--- src/rtl/mii_rx_pkg.sv ---
package mii_rx_pkg;
  typedef enum logic [2:0] {
    ST_OFF,
    ST_HUNT,
    ST_RECV,
    ST_SKIP,
    ST_HOLD
  } rx_state_e;

  localparam logic [31:0] CRC_POLY    = 32'hEDB8_8320;
  localparam logic [31:0] CRC_INIT    = 32'hFFFF_FFFF;
  localparam logic [31:0] CRC_RESIDUE = 32'hDEBB_20E3;

  // reflected CRC-32, one nibble, LSB first
  function automatic logic [31:0] crc_nibble(input logic [31:0] c, input logic [3:0] d);
    logic [31:0] r;
    r = c ^ {28'd0, d};
    for (int i = 0; i < 4; i++) begin
      r = r[0] ? ((r >> 1) ^ CRC_POLY) : (r >> 1);
    end
    return r;
  endfunction
endpackage

--- src/rtl/mii_rx_crc.sv ---
module mii_rx_crc
  import mii_rx_pkg::*;
(
  input  logic       clk_i,
  input  logic       rst_ni,
  input  logic       clear_i,
  input  logic       en_i,
  input  logic [3:0] nib_i,
  output logic       ok_o
);
  logic [31:0] crc_q;

  always_ff @(posedge clk_i or negedge rst_ni) begin
    if (!rst_ni)      crc_q <= CRC_INIT;
    else if (clear_i) crc_q <= CRC_INIT;
    else if (en_i)    crc_q <= crc_nibble(crc_q, nib_i);
  end

  assign ok_o = (crc_q == CRC_RESIDUE);
endmodule

--- src/rtl/mii_rx_buf.sv ---
module mii_rx_buf #(
  parameter int DEPTH = 256,
  localparam int AW = $clog2(DEPTH)
) (
  input  logic          clk_i,
  input  logic          we_i,
  input  logic [AW-1:0] waddr_i,
  input  logic [7:0]    wdata_i,
  input  logic [AW-1:0] raddr_i,
  output logic [7:0]    rdata_o
);
  logic [7:0] mem_q [DEPTH];

  always_ff @(posedge clk_i) begin
    if (we_i) mem_q[waddr_i] <= wdata_i;
  end

  assign rdata_o = (int'(raddr_i) < DEPTH) ? mem_q[raddr_i] : 8'h00;
endmodule

--- src/rtl/mii_rx_addr_match.sv ---
module mii_rx_addr_match #(
  parameter int IDX_W = 9
) (
  input  logic             clk_i,
  input  logic             rst_ni,
  input  logic             clear_i,
  input  logic             byte_en_i,
  input  logic [IDX_W-1:0] idx_i,
  input  logic [7:0]       byte_i,
  input  logic [47:0]      station_i,
  output logic             match_o
);
  logic [7:0] sta_b [8];
  logic       uni_miss_q, bc_miss_q;
  logic       in_hdr;

  for (genvar g = 0; g < 8; g++) begin : g_sta
    if (g < 6) begin : g_used
      assign sta_b[g] = station_i[8*g +: 8];
    end else begin : g_pad
      assign sta_b[g] = 8'h00;
    end
  end

  assign in_hdr = byte_en_i && (idx_i < IDX_W'(6));

  always_ff @(posedge clk_i or negedge rst_ni) begin
    if (!rst_ni) begin
      uni_miss_q <= 1'b0;
      bc_miss_q  <= 1'b0;
    end else if (clear_i) begin
      uni_miss_q <= 1'b0;
      bc_miss_q  <= 1'b0;
    end else if (in_hdr) begin
      if (byte_i != sta_b[idx_i[2:0]]) uni_miss_q <= 1'b1;
      if (byte_i != 8'hFF)             bc_miss_q  <= 1'b1;
    end
  end

  assign match_o = !uni_miss_q || !bc_miss_q;
endmodule

--- src/rtl/mii_frame_rx.sv ---
module mii_frame_rx
  import mii_rx_pkg::*;
#(
  parameter int BUF_BYTES = 256,
  parameter int MIN_BYTES = 64,
  localparam int AW    = $clog2(BUF_BYTES),
  localparam int LEN_W = $clog2(BUF_BYTES + 1),
  localparam int CNT_MAX = BUF_BYTES + 5,
  localparam int CNT_W = $clog2(CNT_MAX + 1)
) (
  input  logic             clk_i,
  input  logic             rst_ni,
  input  logic [3:0]       mii_rxd_i,
  input  logic             mii_rx_dv_i,
  input  logic             rearm_i,
  input  logic [47:0]      station_addr_i,
  input  logic [AW-1:0]    rd_addr_i,
  output logic [7:0]       rd_data_o,
  output logic [LEN_W-1:0] rx_len_o,
  output logic             rx_valid_o,
  output logic             rx_done_o
);
  rx_state_e        state_q, state_d;
  logic [3:0]       nib_lo_q;
  logic             phase_q;
  logic             prev5_q;
  logic [CNT_W-1:0] cnt_q;
  logic [LEN_W-1:0] len_q;
  logic             done_q;

  logic in_recv, byte_stb, buf_we, crc_ok, addr_ok, frame_ok, accept;
  logic [7:0] byte_val;
  logic [CNT_W-1:0] len_full;

  assign in_recv  = (state_q == ST_RECV);
  assign byte_stb = in_recv && mii_rx_dv_i && phase_q;
  assign byte_val = {mii_rxd_i, nib_lo_q};
  assign buf_we   = byte_stb && (cnt_q < CNT_W'(BUF_BYTES));

  mii_rx_crc u_crc (
    .clk_i   (clk_i),
    .rst_ni  (rst_ni),
    .clear_i (!in_recv),
    .en_i    (in_recv && mii_rx_dv_i),
    .nib_i   (mii_rxd_i),
    .ok_o    (crc_ok)
  );

  mii_rx_addr_match #(.IDX_W(CNT_W)) u_match (
    .clk_i     (clk_i),
    .rst_ni    (rst_ni),
    .clear_i   (!in_recv),
    .byte_en_i (byte_stb),
    .idx_i     (cnt_q),
    .byte_i    (byte_val),
    .station_i (station_addr_i),
    .match_o   (addr_ok)
  );

  mii_rx_buf #(.DEPTH(BUF_BYTES)) u_buf (
    .clk_i   (clk_i),
    .we_i    (buf_we),
    .waddr_i (cnt_q[AW-1:0]),
    .wdata_i (byte_val),
    .raddr_i (rd_addr_i),
    .rdata_o (rd_data_o)
  );

  assign frame_ok = !phase_q && crc_ok && addr_ok &&
                    (cnt_q >= CNT_W'(MIN_BYTES)) &&
                    (cnt_q <= CNT_W'(BUF_BYTES + 4));
  assign accept   = in_recv && !mii_rx_dv_i && frame_ok;
  assign len_full = cnt_q - CNT_W'(4);

  always_comb begin
    state_d = state_q;
    unique case (state_q)
      ST_OFF, ST_HOLD: if (rearm_i) state_d = mii_rx_dv_i ? ST_SKIP : ST_HUNT;
      ST_HUNT: if (mii_rx_dv_i && prev5_q && mii_rxd_i == 4'hD) state_d = ST_RECV;
      ST_RECV: if (!mii_rx_dv_i) state_d = frame_ok ? ST_HOLD : ST_HUNT;
      ST_SKIP: if (!mii_rx_dv_i) state_d = ST_HUNT;
      default: state_d = ST_OFF;
    endcase
  end

  always_ff @(posedge clk_i or negedge rst_ni) begin
    if (!rst_ni) begin
      state_q  <= ST_OFF;
      nib_lo_q <= '0;
      phase_q  <= 1'b0;
      prev5_q  <= 1'b0;
      cnt_q    <= '0;
      len_q    <= '0;
      done_q   <= 1'b0;
    end else begin
      state_q <= state_d;
      done_q  <= accept;
      prev5_q <= (state_q == ST_HUNT) && mii_rx_dv_i && (mii_rxd_i == 4'h5);
      if (accept) len_q <= len_full[LEN_W-1:0];
      if (in_recv && mii_rx_dv_i) begin
        phase_q <= !phase_q;
        if (!phase_q) nib_lo_q <= mii_rxd_i;
        if (phase_q && cnt_q != CNT_W'(CNT_MAX)) cnt_q <= cnt_q + 1'b1;
      end else if (!in_recv) begin
        phase_q <= 1'b0;
        cnt_q   <= '0;
      end
    end
  end

  assign rx_len_o   = len_q;
  assign rx_valid_o = (state_q == ST_HOLD);
  assign rx_done_o  = done_q;
endmodule

--- config.mk ---
export PLATFORM = sky130hd
export DESIGN_NAME = mii_frame_rx
export DESIGN_NICKNAME = d
export VERILOG_FILES = /design/src/rtl/mii_rx_pkg.sv /design/src/rtl/mii_rx_crc.sv /design/src/rtl/mii_rx_buf.sv /design/src/rtl/mii_rx_addr_match.sv /design/src/rtl/mii_frame_rx.sv
export SDC_FILE = /design/constraint.sdc
export NUM_CORES = 2
export LEC_CHECK = 0
export ABC_AREA = 0
export BUFFER_PORTS_ARGS = -buffer_cell sky130_fd_sc_hd__buf_2
export CORE_ASPECT_RATIO = 0.75
export CORE_MARGIN = 2
export CORE_UTILIZATION = 63
export DETAILED_ROUTE_END_ITERATION = 8
export PLACE_DENSITY = 0.75
export SLEW_MARGIN = 10
export SYNTH_ARGS = -nofsm -noshare
export SYNTH_HDL_FRONTEND = slang
export SYNTH_HIERARCHICAL = 1
export SYNTH_SLANG_ARGS = --single-unit
--- constraint.sdc ---
create_clock -name clk_i -period 10.8 [get_ports clk_i]
set_input_delay 0.54 -clock clk_i [delete_from_list [all_inputs] [get_ports clk_i]]
set_output_delay 0.54 -clock clk_i [all_outputs]
set_load 0.02 [all_outputs]
==> impl_results.md <==
- Unrepaired setup endpoints after global routing: false
- GR Overflow Total: 0
- Worst Hold Depth: 3
- Clock Latency Late Sink: 810 ps
- Synth async-reset ratio: 0.0294
- Worst R2R Path Depth: 3
- Non-Filler Instances: 6126
- I/O pins: 83
- Clock slew at reported path FFs: 70 ps
- Largest net degree at the start of global routing: 202
- Initial detailed-routing violation count: about 6800
- RePlAce Congestion: 0.873
- Status: complete, no violations
- Reg2reg end: u_buf/mem_q[84][7]
- Total power: 0.0170 W
- Via count: 43300
- WP data required: just over 10000 ps
- Post-route ant nets: 0
- Share of layout cells above drive strength 1: 0.223
- Drt wl/cell: ~34 um
- Sequential cell area: 63100 um2
- DP Area: 85300 um2
- Worst Path Max Fanout: 69
- Crit. End Element: output port
- Nets: 4285
- Cts repair resizes: 0
- Worst Slack Setup Final: 5020 ps
- Fmax: around 0.17 GHz
- Mapped Area: ~83000 um2
- Setup WS pre-CTS: 4900 ps
- Fin. max-slew vios: 0
- Synthesized flop and latch total: 2110
- Endpoints failing setup: 0
- Die area: 135000 um2
- Max cap viols: 0
- Post-Syn Nets: 4185
- Initial Util: 0.636
- DRT Pass-1 Iters: 6
- Reg-to-Reg Start: cnt_q[4]
- Final hold violation count: 0
- Post-Synthesis Cells: roughly 4000
- # port buffers: 82
- Setup bufs post-CTS: 0
- Worst Hold Launch: mii_rx_dv_i
- Post-DP HPWL: around 120000 um
- Sequential share of the synthesized area: 0.756
- Number of core rows: 115
- CTS Root Cell: clkbuf_16
- Chip width: 424 um
- # hold bufs at CTS: 2
- Least-Margin Pin Slew: 1320 ps
- Skew final: 29.4 ps
- Crit start category: primary input
- Clock Sinks: about 2100
- Routed WL: 208000 um
- WHS Endpoint: prev5_q
- H-tree Lvls: 4
- DP Cell Count: 5779
- Area Overhead vs Synth: 9.36%
- EDFF count, synth: 2048
- DR DRC count: 0
- VDD IR max: 181 uV
- Vias in the first global route: 42300
- Kind of critical path: in -> out
- Post-route setup TNS: 0 ps
- Tcrit/Tclk final: 0.535
- Filler cells: 7895
- Core area: 131000 um2
- Total Routing Usage GR: 0.311
- Prevailing post-synth register cell: edfxtp_1
- Post-synth cell types: between 80 and 90
- Hold/Removal Path Class: in -> reg
- Post-layout min period: 5780 ps
- Final Instance Area: ~91000 um2
- Initial antenna violation count: 9
- Die height: 319 um
- Relative slew slack: 0.110
- Worst-case clock buffer depth: 3
- Multi-input logic area: about 19000 um2
- CP Data Arrival Time: 5240 ps
- Avg Inst Size Synth: 20.3 um2
- Leak: 28.4 nW
- First-pass GRT wire length: 301000 um
- Vias per inst: 7.07
- R2R Setup Slk: 6860 ps
- Cts bufs inserted: about 190
- Synth warn: 6
- Power Dens Cells: ~190 nW/um2
- CTS tree: yes
## Yosys cell counts (all sizes together), types with 17 or more instances
master / count / share of area
edfxtp: 2048 / 0.74
mux4: 456 / 0.12
nor2: 329 / 0.015
mux2i: 159 / 0.019
a22oi: 133 / 0.012
buf: 133 / 0.013
a21oi: 125 / 0.0075
clkbuf: 123 / 0.0056
o221ai: 47 / 0.0050
nand2: 43 / 0.0019
nand3: 38 / 0.0023
nor4: 38 / 0.0033
nor2b: 37 / 0.0028
o22ai: 34 / 0.0025
dfstp: 32 / 0.010
dfrtp: 30 / 0.0090
nor3: 30 / 0.0021
o21ai: 26 / 0.0016
xnor2: 25 / 0.0037
a211oi: 20 / 0.0018
xor2: 19 / 0.0020
or2: 17 / 0.0013
## per-layer routing
layer / GRT usage / vias to the layer above / wire length [um] / share of wire
met5: 0 / - / 11 / 0.000053
met4: 0.105 / 2 / 7050 / 0.034
met3: 0.0886 / 422 / 28200 / 0.14
met2: 0.447 / 3096 / 93500 / 0.45
met1: 0.467 / 22600 / 78900 / 0.38
li1: - / 17200 / - / -
## layout make-up
class / count / share of cell area
Sequential cell: 2110 / 0.692
Multi-Input combinational cell: 1739 / 0.206
Clock buffer: 242 / 0.0555
Tap cell: 1755 / 0.0241
Timing Repair Buffer: 166 / 0.0127
Clock inverter: 95 / 0.00943
Inverter: 11 / 0.000453
Antenna cell: 8 / 0.000219
## how the worst max path moves through the flow
| stage | start | to | slack [ps] | cells after the start |
|---|---|---|---|---|
| floorplan | nib_lo_q[1] | u_match/uni_miss_q | 6250 | 4 |
| global placement | rd_addr_i[0] | rd_data_o[4] | 4630 | 10 |
| detailed placement | rd_addr_i[1] | rd_data_o[7] | 4900 | 9 |
| CTS | rd_addr_i[0] | rd_data_o[7] | 4910 | 10 |
| global route | rd_addr_i[0] | rd_data_o[5] | 4870 | 10 |
| finish | rd_addr_i[1] | rd_data_o[7] | 5020 | 9 |
## kinds of logic after synthesis
| logic type | count (synthesis) | synth area share |
|---|---|---|
| fa+ha+maj | 5 | 0.000750 |
| buf+inv | 267 | 0.0196 |
| mux | 628 | 0.144 |
| xor+xnor | 48 | 0.00684 |
| compound gates | 464 | 0.0389 |
| flops | 2110 | 0.756 |
| simple gates | 594 | 0.0338 |
## through the flow
stage	util	hold WS (ps)
floorplan	-	244
global placement	0.649	469
detailed placement	0.650	487
CTS	0.695	81.3
global route	0.695	146
finish	0.695	130
## power by group
part,total (W),internal [W],switching [W]
logic,0.00103,0.000283,0.000748
clock network,0.00654,0.00366,0.00289
registers,0.00944,0.00933,0.000113
total,0.0170,0.0133,0.00375
## critical path, cell delays in order
cell     delay, ps
buf_8          380
buf_4          740
buf_4          870
mux4_2         420
mux4_2         560
nor2b_1        180
nor4_1         890
nor4_1         300
buf_2          260
## flip-flops by register name, indices dropped and copies added, names as in the netlist
signal	flops
u_buf/mem_q	2048
u_crc/crc_q	32
cnt_q	9
rx_len_o	9
nib_lo_q	4
state_q	3
phase_q	1
prev5_q	1
rx_done_o	1
u_match/bc_miss_q	1
u_match/uni_miss_q	1
## placed cells by master, fill, tap and decap left out, types with 19 or more instances in the layout
| cell | synthesis | routed |
|---|---|---|
| edfxtp_1 | 2048 | 2048 |
| dfrtp_1 | 30 | 25 |
| a211oi_1 | 20 | 20 |
| o22ai_1 | 34 | 34 |
| a21oi_1 | 125 | 125 |
| mux2i_1 | 159 | 159 |
| xor2_1 | 19 | 19 |
| clkbuf_16 | 0 | 194 |
| nor4_1 | 33 | 28 |
| nand3_1 | 38 | 38 |
| o221ai_1 | 46 | 46 |
| dfstp_2 | 32 | 32 |
| clkbuf_1 | 121 | 45 |
| nand2_1 | 43 | 42 |
| buf_2 | 36 | 74 |
| buf_4 | 27 | 80 |
| nor3_1 | 28 | 27 |
| xnor2_1 | 19 | 19 |
| a22oi_1 | 133 | 133 |
| clkinv_1 | 1 | 35 |
| mux4_2 | 454 | 454 |
| nor2_1 | 329 | 325 |
| nor2b_1 | 37 | 34 |
| clkinv_2 | 0 | 30 |
Power figures use the tool's default switching activity.
